File: src/rtl/hsk_pkg.sv
// Shared types for the command/result handshake sequencer.
// Assumes an 8-bit controller status byte with fixed flag positions.
package hsk_pkg;

    // Completion codes reported on err_o
    typedef enum logic [1:0] {
        ERR_NONE    = 2'd0,
        ERR_BUSY    = 2'd1,
        ERR_TIMEOUT = 2'd2,
        ERR_EARLY   = 2'd3
    } hsk_err_e;

    // Sequencer states
    typedef enum logic [3:0] {
        S_IDLE,
        S_PRE,
        S_OPEN,
        S_CSET,
        S_CPOLL,
        S_OSET,
        S_OPOLL,
        S_RCHK,
        S_RSET,
        S_RPOLL,
        S_FSET
    } hsk_state_e;

    // Status flag positions
    localparam int RQM_BIT   = 7;
    localparam int DIR_BIT   = 6;
    localparam int CBUSY_BIT = 4;

endpackage

File: src/rtl/hsk_status_decode.sv
// Decodes the controller status byte into the three conditions the
// sequencer acts on. Purely combinational; assumes the byte is stable
// around the sampling edge.
module hsk_status_decode
    import hsk_pkg::*;
(
    input  logic [7:0] status,
    output logic       in_rdy,
    output logic       out_rdy,
    output logic       ctl_busy
);

    logic unused_bits;

    // ready and direction combine into the two transfer conditions
    always_comb begin
        in_rdy   = status[RQM_BIT] && !status[DIR_BIT];
        out_rdy  = status[RQM_BIT] &&  status[DIR_BIT];
        ctl_busy = status[CBUSY_BIT];
    end

    assign unused_bits = ^{status[5], status[3:0]};

endmodule

File: src/rtl/hsk_us_timer.sv
// Microsecond interval counter shared by settle waits and poll windows.
// Counts tick strobes from a clear, saturating at MAX_COUNT.
module hsk_us_timer #(
    parameter  int MAX_COUNT = 500,
    localparam int TW        = $clog2(MAX_COUNT + 1)
) (
    input  logic          clk,
    input  logic          rst_n,
    input  logic          clr,
    input  logic          tick,
    output logic [TW-1:0] count
);

    localparam logic [TW-1:0] TOP = TW'(MAX_COUNT);

    // restart on clear, advance once per tick, hold at the top
    always_ff @(posedge clk) begin
        if (!rst_n || clr) begin
            count <= '0;
        end else if (tick && count != TOP) begin
            count <= count + TW'(1);
        end
    end


    count_bound_chk: assert property (@(posedge clk) disable iff (!rst_n)
        count <= TOP);

endmodule

File: src/rtl/hsk_result_bank.sv
// Register bank holding result bytes in read order. Cleared when a new
// request starts; one entry written per read strobe.
module hsk_result_bank #(
    parameter  int DEPTH = 10,
    localparam int IW    = $clog2(DEPTH + 1)
) (
    input  logic             clk,
    input  logic             rst_n,
    input  logic             clr,
    input  logic             we,
    input  logic [IW-1:0]    idx,
    input  logic [7:0]       wdata,
    output logic [8*DEPTH-1:0] flat
);

    for (genvar g = 0; g < DEPTH; g++) begin : g_ent
        logic [7:0] ent_q;

        // capture the byte aimed at this slot
        always_ff @(posedge clk) begin
            if (!rst_n || clr) begin
                ent_q <= '0;
            end else if (we && idx == IW'(g)) begin
                ent_q <= wdata;
            end
        end

        assign flat[8*g +: 8] = ent_q;
    end

endmodule

File: src/rtl/cmdres_handshake.sv
// Command/result handshake sequencer. Writes a command byte string into
// a controller FIFO under status polling and reads back result bytes.
// Assumes status_i and fifo_rdata_i are stable around each clock edge
// and that tick_us is a one-cycle strobe once per microsecond.
module cmdres_handshake
    import hsk_pkg::*;
#(
    parameter  int MAX_CMD   = 9,
    parameter  int MAX_RES   = 10,
    parameter  int SETTLE_US = 12,
    parameter  int CMD_TO_US = 150,
    parameter  int OUT_TO_US = 500,
    parameter  int RES_TO_US = 150,
    parameter  int RETRIES   = 3,
    localparam int CLW       = $clog2(MAX_CMD + 1),
    localparam int RLW       = $clog2(MAX_RES + 1)
) (
    input  logic                 clk,
    input  logic                 rst_n,
    input  logic                 tick_us,
    input  logic                 start_i,
    input  logic [8*MAX_CMD-1:0] cmd_bytes_i,
    input  logic [CLW-1:0]       cmd_len_i,
    input  logic [RLW-1:0]       res_len_i,
    input  logic [7:0]           status_i,
    output logic                 fifo_wr_o,
    output logic [7:0]           fifo_wdata_o,
    output logic                 fifo_rd_o,
    input  logic [7:0]           fifo_rdata_i,
    output logic                 busy_o,
    output logic                 done_o,
    output logic [1:0]           err_o,
    output logic [8*MAX_RES-1:0] res_bytes_o,
    output logic [RLW-1:0]       res_count_o,
    output logic [7:0]           op_mode_o
);

    localparam int TMAX_A = (CMD_TO_US > RES_TO_US) ? CMD_TO_US : RES_TO_US;
    localparam int TMAX_B = (OUT_TO_US > TMAX_A) ? OUT_TO_US : TMAX_A;
    localparam int TMAX   = (SETTLE_US > TMAX_B) ? SETTLE_US : TMAX_B;
    localparam int TW     = $clog2(TMAX + 1);
    localparam int RTW    = $clog2(RETRIES + 2);

    localparam logic [TW-1:0]  SET_L = TW'(SETTLE_US);
    localparam logic [TW-1:0]  CTO_L = TW'(CMD_TO_US);
    localparam logic [TW-1:0]  OTO_L = TW'(OUT_TO_US);
    localparam logic [TW-1:0]  RTO_L = TW'(RES_TO_US);
    localparam logic [RTW-1:0] RT_L  = RTW'(RETRIES);

    hsk_state_e       state_q, state_d;
    hsk_err_e         err_q, fin_code;
    logic [7:0]       cmd_q [MAX_CMD];
    logic [CLW-1:0]   clen_q, idx_q;
    logic [RLW-1:0]   rlen_q, ridx_q;
    logic [RTW-1:0]   retry_q;
    logic [7:0]       op_q;
    logic             done_q;
    logic             in_rdy, out_rdy, ctl_busy;
    logic [TW-1:0]    tmr_cnt;
    logic             accept, settled, cmd_last, res_last;
    logic             wr, rd, finish, retry_inc, retry_clr, open_ok;

    hsk_status_decode u_dec (
        .status   (status_i),
        .in_rdy   (in_rdy),
        .out_rdy  (out_rdy),
        .ctl_busy (ctl_busy)
    );

    hsk_us_timer #(.MAX_COUNT(TMAX)) u_tmr (
        .clk   (clk),
        .rst_n (rst_n),
        .clr   (state_d != state_q),
        .tick  (tick_us),
        .count (tmr_cnt)
    );

    hsk_result_bank #(.DEPTH(MAX_RES)) u_res (
        .clk   (clk),
        .rst_n (rst_n),
        .clr   (accept),
        .we    (rd),
        .idx   (ridx_q),
        .wdata (fifo_rdata_i),
        .flat  (res_bytes_o)
    );

    // shared conditions for the state decision
    always_comb begin
        accept   = start_i && (state_q == S_IDLE);
        settled  = tmr_cnt >= SET_L;
        cmd_last = idx_q == clen_q - CLW'(1);
        res_last = ridx_q == rlen_q - RLW'(1);
    end

    // next state, strobes and completion decision
    always_comb begin
        state_d   = state_q;
        wr        = 1'b0;
        rd        = 1'b0;
        finish    = 1'b0;
        fin_code  = ERR_NONE;
        retry_inc = 1'b0;
        retry_clr = 1'b0;
        open_ok   = 1'b0;
        unique case (state_q)
            S_IDLE:  if (start_i) state_d = S_PRE;
            S_PRE:   if (settled) state_d = S_OPEN;
            S_OPEN: begin
                if (in_rdy) begin
                    open_ok = 1'b1;
                    state_d = S_CSET;
                end else begin
                    finish   = 1'b1;
                    fin_code = ERR_BUSY;
                end
            end
            S_CSET:  if (settled) state_d = S_CPOLL;
            S_CPOLL: begin
                if (in_rdy) begin
                    wr = 1'b1;
                    if (!cmd_last)             state_d = S_CSET;
                    else if (rlen_q == '0)     finish  = 1'b1;
                    else                       state_d = S_OSET;
                end else if (tmr_cnt >= CTO_L) begin
                    if (retry_q == RT_L) begin
                        finish   = 1'b1;
                        fin_code = ERR_TIMEOUT;
                    end else begin
                        retry_inc = 1'b1;
                        state_d   = S_CSET;
                    end
                end
            end
            S_OSET:  if (settled) state_d = S_OPOLL;
            S_OPOLL: begin
                if (out_rdy) begin
                    state_d = S_RCHK;
                end else if (tmr_cnt >= OTO_L) begin
                    finish   = 1'b1;
                    fin_code = ERR_TIMEOUT;
                end
            end
            S_RCHK: begin
                if (out_rdy) begin
                    retry_clr = 1'b1;
                    state_d   = S_RSET;
                end else begin
                    finish   = 1'b1;
                    fin_code = ERR_BUSY;
                end
            end
            S_RSET:  if (settled) state_d = S_RPOLL;
            S_RPOLL: begin
                if (out_rdy) begin
                    if (!ctl_busy) begin
                        finish   = 1'b1;
                        fin_code = ERR_EARLY;
                    end else begin
                        rd      = 1'b1;
                        state_d = res_last ? S_FSET : S_RSET;
                    end
                end else if (tmr_cnt >= RTO_L) begin
                    if (retry_q == RT_L) begin
                        finish   = 1'b1;
                        fin_code = ERR_TIMEOUT;
                    end else begin
                        retry_inc = 1'b1;
                        state_d   = S_RSET;
                    end
                end
            end
            S_FSET:  if (settled) finish = 1'b1;
            default: state_d = S_IDLE;
        endcase
        if (finish) state_d = S_IDLE;
    end

    // state, completion pulse and error code
    always_ff @(posedge clk) begin
        if (!rst_n) begin
            state_q <= S_IDLE;
            done_q  <= 1'b0;
            err_q   <= ERR_NONE;
        end else begin
            state_q <= state_d;
            done_q  <= finish;
            if (accept)      err_q <= ERR_NONE;
            else if (finish) err_q <= fin_code;
        end
    end

    // request capture, byte indices and retry count
    always_ff @(posedge clk) begin
        if (!rst_n) begin
            clen_q  <= '0;
            rlen_q  <= '0;
            idx_q   <= '0;
            ridx_q  <= '0;
            retry_q <= '0;
            for (int i = 0; i < MAX_CMD; i++) cmd_q[i] <= '0;
        end else begin
            if (accept) begin
                clen_q <= cmd_len_i;
                rlen_q <= res_len_i;
                idx_q  <= '0;
                ridx_q <= '0;
                for (int i = 0; i < MAX_CMD; i++) cmd_q[i] <= cmd_bytes_i[8*i +: 8];
            end else begin
                if (wr) idx_q  <= idx_q + CLW'(1);
                if (rd) ridx_q <= ridx_q + RLW'(1);
            end
            if (accept || retry_clr) retry_q <= '0;
            else if (retry_inc)      retry_q <= retry_q + RTW'(1);
        end
    end

    // operation mode is the opening byte of an accepted command
    always_ff @(posedge clk) begin
        if (!rst_n)       op_q <= '0;
        else if (open_ok) op_q <= cmd_q[0];
    end

    assign fifo_wr_o    = wr;
    assign fifo_wdata_o = cmd_q[idx_q];
    assign fifo_rd_o    = rd;
    assign busy_o       = state_q != S_IDLE;
    assign done_o       = done_q;
    assign err_o        = err_q;
    assign res_count_o  = ridx_q;
    assign op_mode_o    = op_q;


    wr_legal_chk: assert property (@(posedge clk) disable iff (!rst_n)
        fifo_wr_o |-> (status_i[7:6] == 2'b10));


    rd_legal_chk: assert property (@(posedge clk) disable iff (!rst_n)
        fifo_rd_o |-> (status_i[7:6] == 2'b11 && status_i[4]));


    no_overlap_chk: assert property (@(posedge clk) disable iff (!rst_n)
        !(fifo_wr_o && fifo_rd_o));


    done_pulse_chk: assert property (@(posedge clk) disable iff (!rst_n)
        done_o |=> !done_o);


    done_idle_chk: assert property (@(posedge clk) disable iff (!rst_n)
        done_o |-> !busy_o);


    retry_bound_chk: assert property (@(posedge clk) disable iff (!rst_n)
        retry_q <= RT_L);


    mode_first_chk: assert property (@(posedge clk) disable iff (!rst_n)
        (fifo_wr_o && idx_q == '0) |-> (op_mode_o == fifo_wdata_o));

endmodule

File: config.mk
export PLATFORM = sky130hd
export DESIGN_NAME = cmdres_handshake
export DESIGN_NICKNAME = d
export VERILOG_FILES = /design/src/rtl/hsk_pkg.sv /design/src/rtl/hsk_status_decode.sv /design/src/rtl/hsk_us_timer.sv /design/src/rtl/hsk_result_bank.sv /design/src/rtl/cmdres_handshake.sv
export SDC_FILE = /design/constraint.sdc
export NUM_CORES = 1
export LEC_CHECK = 0
export ABC_AREA = 1
export BUFFER_PORTS_ARGS = -buffer_cell sky130_fd_sc_hd__buf_2
export CAP_MARGIN = 20
export CORE_MARGIN = 1
export CORE_UTILIZATION = 47
export DETAILED_ROUTE_END_ITERATION = 6
export PLACE_DENSITY = 0.79
export RECOVER_POWER = 50
export REMOVE_ABC_BUFFERS = 1
export SLEW_MARGIN = 10
export SYNTH_ARGS = -nofsm -noshare
export SYNTH_HDL_FRONTEND = slang
export SYNTH_HIERARCHICAL = 1
export SYNTH_SLANG_ARGS = --single-unit
File: constraint.sdc
create_clock -name clk -period 4.5 [get_ports clk]
set_clock_uncertainty 0.2 [all_clocks]
set_input_delay 0.45 -clock clk [delete_from_list [all_inputs] [get_ports clk]]
set_output_delay 0.45 -clock clk [all_outputs]
set_load 0.01 [all_outputs]
; ---- Yosys cells after proc, flatten, opt, wreduce, memory -nomap -nowiden
; Memory sizes are Yosys's and may differ from the RTL's. A register that Yosys moved wholly into a read port is not among the register bits.
; Cells that the tools add are included.
[word_totals]
elab_cells = 160
inputBits = 100
ram_bits = 72
mem_count = 1
out_inout_bits = 106
regBits = 115
[classes]
reduce_logical = 26
n_lt_le_gt_ge = 3
n_bitwise = 10
n_mux = 71
add_sub_neg = 6
n_eq_ne = 24
[mem_list]
columns = name, words, width, rd, rd_ports_with_merged_regs, write_ports, line_no
row1 = cmd_q, 9, 8, 2, 2, 9, cmdres_handshake.sv:52  ; logic [7:0] cmd_q [MAX_CMD];
[op_table]
columns = operator, count
row1 = $mux W4, 20
row2 = $mux W8, 9
row3 = $pmux W4 S11, 1
row4 = $eq A4 B3 Y1 const B, 8
row5 = $mux W1, 30
row6 = $eq A4 B4 Y1 const B, 5
row7 = $eq A4 B2 Y1 const B, 4
row8 = $mux W2, 8
row9 = $logic_and A1 B1 Y1, 14
row10 = $logic_not A4 Y1, 3
row11 = $pmux W2 S5, 1
row12 = $add A9 B1 Y9 const B, 1
row13 = $ge A9 B4 Y1 const B, 1
row14 = $ge A9 B8 Y1 const B, 1
row15 = $ge A9 B9 Y1 const B, 1
row16 = $ne A9 B9 Y1 const B, 1
row17 = $or A1 B1 Y1, 9
row18 = $add A4 B1 Y4 const B, 2
row19 = $eq A4 B1 Y1 const B, 2
row20 = $eq A4 B4 Y1, 2
row21 = $sub A4 B1 Y4 const B, 2
row22 = $pmux W1 S6, 1
row23 = $ne A4 B4 Y1, 1
row24 = $reduce_bool A4 Y1, 1
row25 = other kinds (7), 12

; ---- Longest topological paths before layout
[logic_depth]
word_depth = 9
depth_mapped = 19
ltp_nobuf = 19

; ---- Cells and area by module
; Netlist, hierarchy kept.
[by_module_without_submodules]
columns = module, cells_each, area_per_inst_um2, instances, seq_area_each_um2
row1 = cmdres_handshake, 685, 5604.1, 1, 2922.8
row2 = hsk_result_bank, 462, 3248.1, 1, 1601.5
row3 = hsk_us_timer, 72, 505.5, 1, 180.2
row4 = hsk_status_decode, 5, 25.0, 1, 0.0

; ---- Worst setup path before layout
; Ideal clock, no wire load.
[synth_path]
path_type = reg2reg
from = register state_q[2]
to = memory cmd_q[0][0], enable pin
setup_ns = 0.400
arrival_time_ns = 1.943
n_path_buf = 1
required_time_ns = 3.900
setup_slack_ns = 1.957
synth_period_minus_slack_ns = 2.543
path_stages_with_launch = 5
cell_sequence = dfxtp_1 > nor2_1 > nand3_1 > nand2_1 > buf_2
[synth_lines]
columns = item, line_no
row1 = from (decl), cmdres_handshake.sv:50  ; hsk_state_e state_q, state_d;
row2 = from (signal assigned), cmdres_handshake.sv:186  ; state_q <= state_d;
row3 = to (decl), cmdres_handshake.sv:52

==> flow_metrics.py <==
metrics = {
    "clock_network": {
        "post_cts_buffers": 0,
        "cts.sinks": 199,
        "postCtsHoldBufs": 0,
        "numCtsBuffers": 17,
        "clk_latency_ps": 430,
        "cts_tree": "built",
        "path_clk_slew_ps": 80,
        "cts_root_buf": "clkbuf_16",
        "cts_htree_levels": 4,
        "clockBufferDepth": 2,
        "cts_resized": 0,
    },
    "min_path": {
        "hp-start": "cmd_len_i[0]",
        "min_path_type": "input pin to register",
        "hold_end": "clen_q[0]",
        "hold_depth": 3,
    },
    "yosys": {
        "synth_edf_count": 72,
        "synth_cell_types": 34,
        "ys_ff_latch": 199,
        "syn_area_per_cell_um2": 7.67,
        "seq_area_frac_synth": 0.501,
        "synthArstFlopShare": 0,
        "netlist_instances": 1224,
        "synth_ff_type": "dfxtp_1",
        "yosysWarningCount": 6,
        "netlist_area_um2": 9380,
    },
    "outcome": {
        "outcome": "finished, violations left",
        "violations": "max-capacitance violations, max-slew violations",
    },
    "sta": {
        "final_hold_viol_count": 0,
        "fin_setup_tns_ps": 0,
        "period_needed_ps": 3270,
        "period_share": 0.727,
        "slew_headroom": -0.197,
        "slew_viol_final": 125,
        "rsz0062_at_grt": "no",
        "fmax_mhz": 306,
        "final-setup-viol-count": 0,
        "tightest_slew_ps": 1790,
    },
    "placed_design": {
        "post_dp_cell_area_um2": 10500,
        "hpwl_um": 15600,
        "gp_congestion": 0.861,
        "port_buffers": 200,
    },
    "critical_path": {
        "crit_path_max_incr_delay_ps": 1390,
        "r2r_slack_ps": 1230,
        "required_ps": 4420,
        "worstPathCellList": "nor2_1 -> nand3_1 -> nand2_1 -> buf_12",
        "crit_slowest_cell": "nand2_1",
        "rr_startpoint": "state_q[2]",
        "cp-end-kind": "register",
        "path_max_fanout": 45,
        "r2r_cells": 4,
        "arrival_ps": 3190,
        "r2r-end": "cmd_q[0][2]",
        "path_class": "register to register",
        "start_kind": "register",
    },
    "power_and_ir_drop": {
        "combinationalPowerShare": 0.072,
        "internal-power_mw": 2.80,
        "power_density_nw_per_um2": 342,
        "p_clk_frac": 0.409,
        "pwr-share-seq": 0.519,
        "vdd_ir_drop_max_mv": 0.251,
        "p_leak_nw": 4.72,
        "p_total_mw": 3.75,
        "p_sw_frac": 0.254,
        "switchingPower_mw": 0.954,
    },
    "grt": {
        "gr-total-overflow": 0,
        "groute.usage.overall": 0.226,
        "grt_max_degree": 89,
        "grt_pass1_wl_um": 36300,
        "antenna_found_initial": 1,
        "grt_pass1_vias": 7761,
    },
    "die": {
        "rows": 51,
        "fp.dieH_um": 143,
        "start_util": 0.481,
        "core_um2": 19500,
        "die_w_um": 143,
        "ioPinCount": 206,
        "design.die.area_um2": 20500,
    },
    "drt": {
        "drtAntennaViolNets": 0,
        "viasPerCell": 4.84,
        "num_vias": 8153,
        "drt-initial-drc-count": 427,
        "route.detailed.drc": 0,
        "routedWlPerCell_um": 13.3,
        "drt_pass1_iterations": 5,
        "routed_wl_um": 22400,
    },
    "finish": {
        "design_area_um2": 11000,
        "drive_above_1_share": 0.129,
        "synthToLayoutAreaGrowth_pct": 17.1,
        "nets": 1515,
        "fillers": 1934,
    },
    "job": {
        "cap_violations": 2,
    },
}
## worst max-delay path: cells and delay by family, from the launching register on
| kind | cells | cell delay (ps) |
|---|---|---|
| flops | 1 | 350 |
| buf+inv | 1 | 350 |
| simple gates | 3 | 2020 |
## power groups by stage
stage | Clock, mW | Combinational [mW] | Sequential [mW]
finish | 1.53 | 0.270 | 1.95
detailed placement | 0 | 0.266 | 1.99
floorplan | 0 | 0.167 | 1.99
global placement | 0 | 0.260 | 1.99
CTS | 1.56 | 0.267 | 1.95
global route | 1.63 | 0.308 | 1.95
## how the worst max path moves through the flow
stage	from	to	slack, ps	depth (start not counted)
CTS	register	fifo_wdata_o[0]	1230	5
global route	state_q[1]	u_tmr/count[4]	720	16
floorplan	state_q[0]	u_res/g_ent[0].ent_q[0]	740	6
detailed placement	status_i[6]	u_tmr/count[4]	1370	16
finish	state_q[2]	cmd_q[0][2]	1230	4
global placement	status_i[6]	u_tmr/count[4]	1410	16
## logic make-up (layout without fill, tap and decap cells)
logic type	after synthesis	in the layout	synth area share
compound gates	104	104	0.0616
xor+xnor	9	9	0.00840
fa+ha+maj	9	9	0.0120
buf+inv	232	427	0.101
flops	199	199	0.501
mux	16	16	0.0171
other cells	0	1	0
simple gates	655	655	0.298
## cell usage after synthesis (14+ instances only)
| cell | count | area (µm²) |
|---|---|---|
| nand3_1 | 39 | 195 |
| o211ai_1 | 16 | 120 |
| dfxtp_1 | 127 | 2540 |
| o21ai_0 | 40 | 200 |
| a21oi_1 | 39 | 195 |
| inv_1 | 174 | 653 |
| mux2i_1 | 16 | 160 |
| edfxtp_1 | 72 | 2160 |
| clkbuf_1 | 18 | 67.6 |
| nor2_4 | 14 | 158 |
| nand2_1 | 258 | 968 |
| nor2_1 | 293 | 1100 |
| nand4_1 | 24 | 150 |
## per-stage QoR
step | setup WS (ps) | hold slack (ps) | std cells | util
final | 1230 | 44.0 | 1685 | 0.562
after floorplan | 745 | 228 | 1183 | -
after detailed placement | 1370 | 233 | 1651 | 0.539
after global routing | 722 | 36.4 | 1685 | 0.562
after global placement | 1410 | 230 | 1651 | 0.539
after CTS | 1230 | 33.4 | 1683 | 0.569
## final cells by class
cell class              count  area, µm²  area share
flip-flops and latches    199       4710       0.428
well taps                 265        332      0.0302
inverters                 191        717      0.0653
multi-input cells         793       3710       0.338
diodes                      1       2.50    0.000228
clock inverters            15        169      0.0154
clock buffers              17        425      0.0387
repair buffers            204        920      0.0837
## sequential cells by signal (all words and copies together), names as in the netlist, named ones only
signal	count
u_res/g_ent.ent_q	80
cmd_q	72
u_tmr/count	9
op_mode_o	8
clen_q	4
idx_q	4
res_count_o	4
rlen_q	4
state_q	4
retry_q	3
err_o	2
done_o	1
## layout by cell type (no fill, tap or decap), types with 5 or more instances in the layout
master     count
dfxtp_1      126
nand3_1       39
a21oi_1       39
clkbuf_1      97
inv_2          7
xor2_1         5
nand3_2        6
mux2i_1       16
nor2_4        12
nand2_1      258
nor2_2         8
edfxtp_1      72
nor2_1       296
ha_1           9
o211ai_1      16
buf_2        103
nand4_1       24
clkinv_1       9
clkbuf_16     17
inv_1        175
o21ai_0       40
## layer usage
metal,up-vias,global-route usage,wire length (µm)
met5,-,0,0
met2,212,0.395,11100
li1,4167,-,-
met4,0,0.0851,658
met1,3732,0.270,9590
met3,42,0.0497,1070
(Power assumes the default switching activity.)
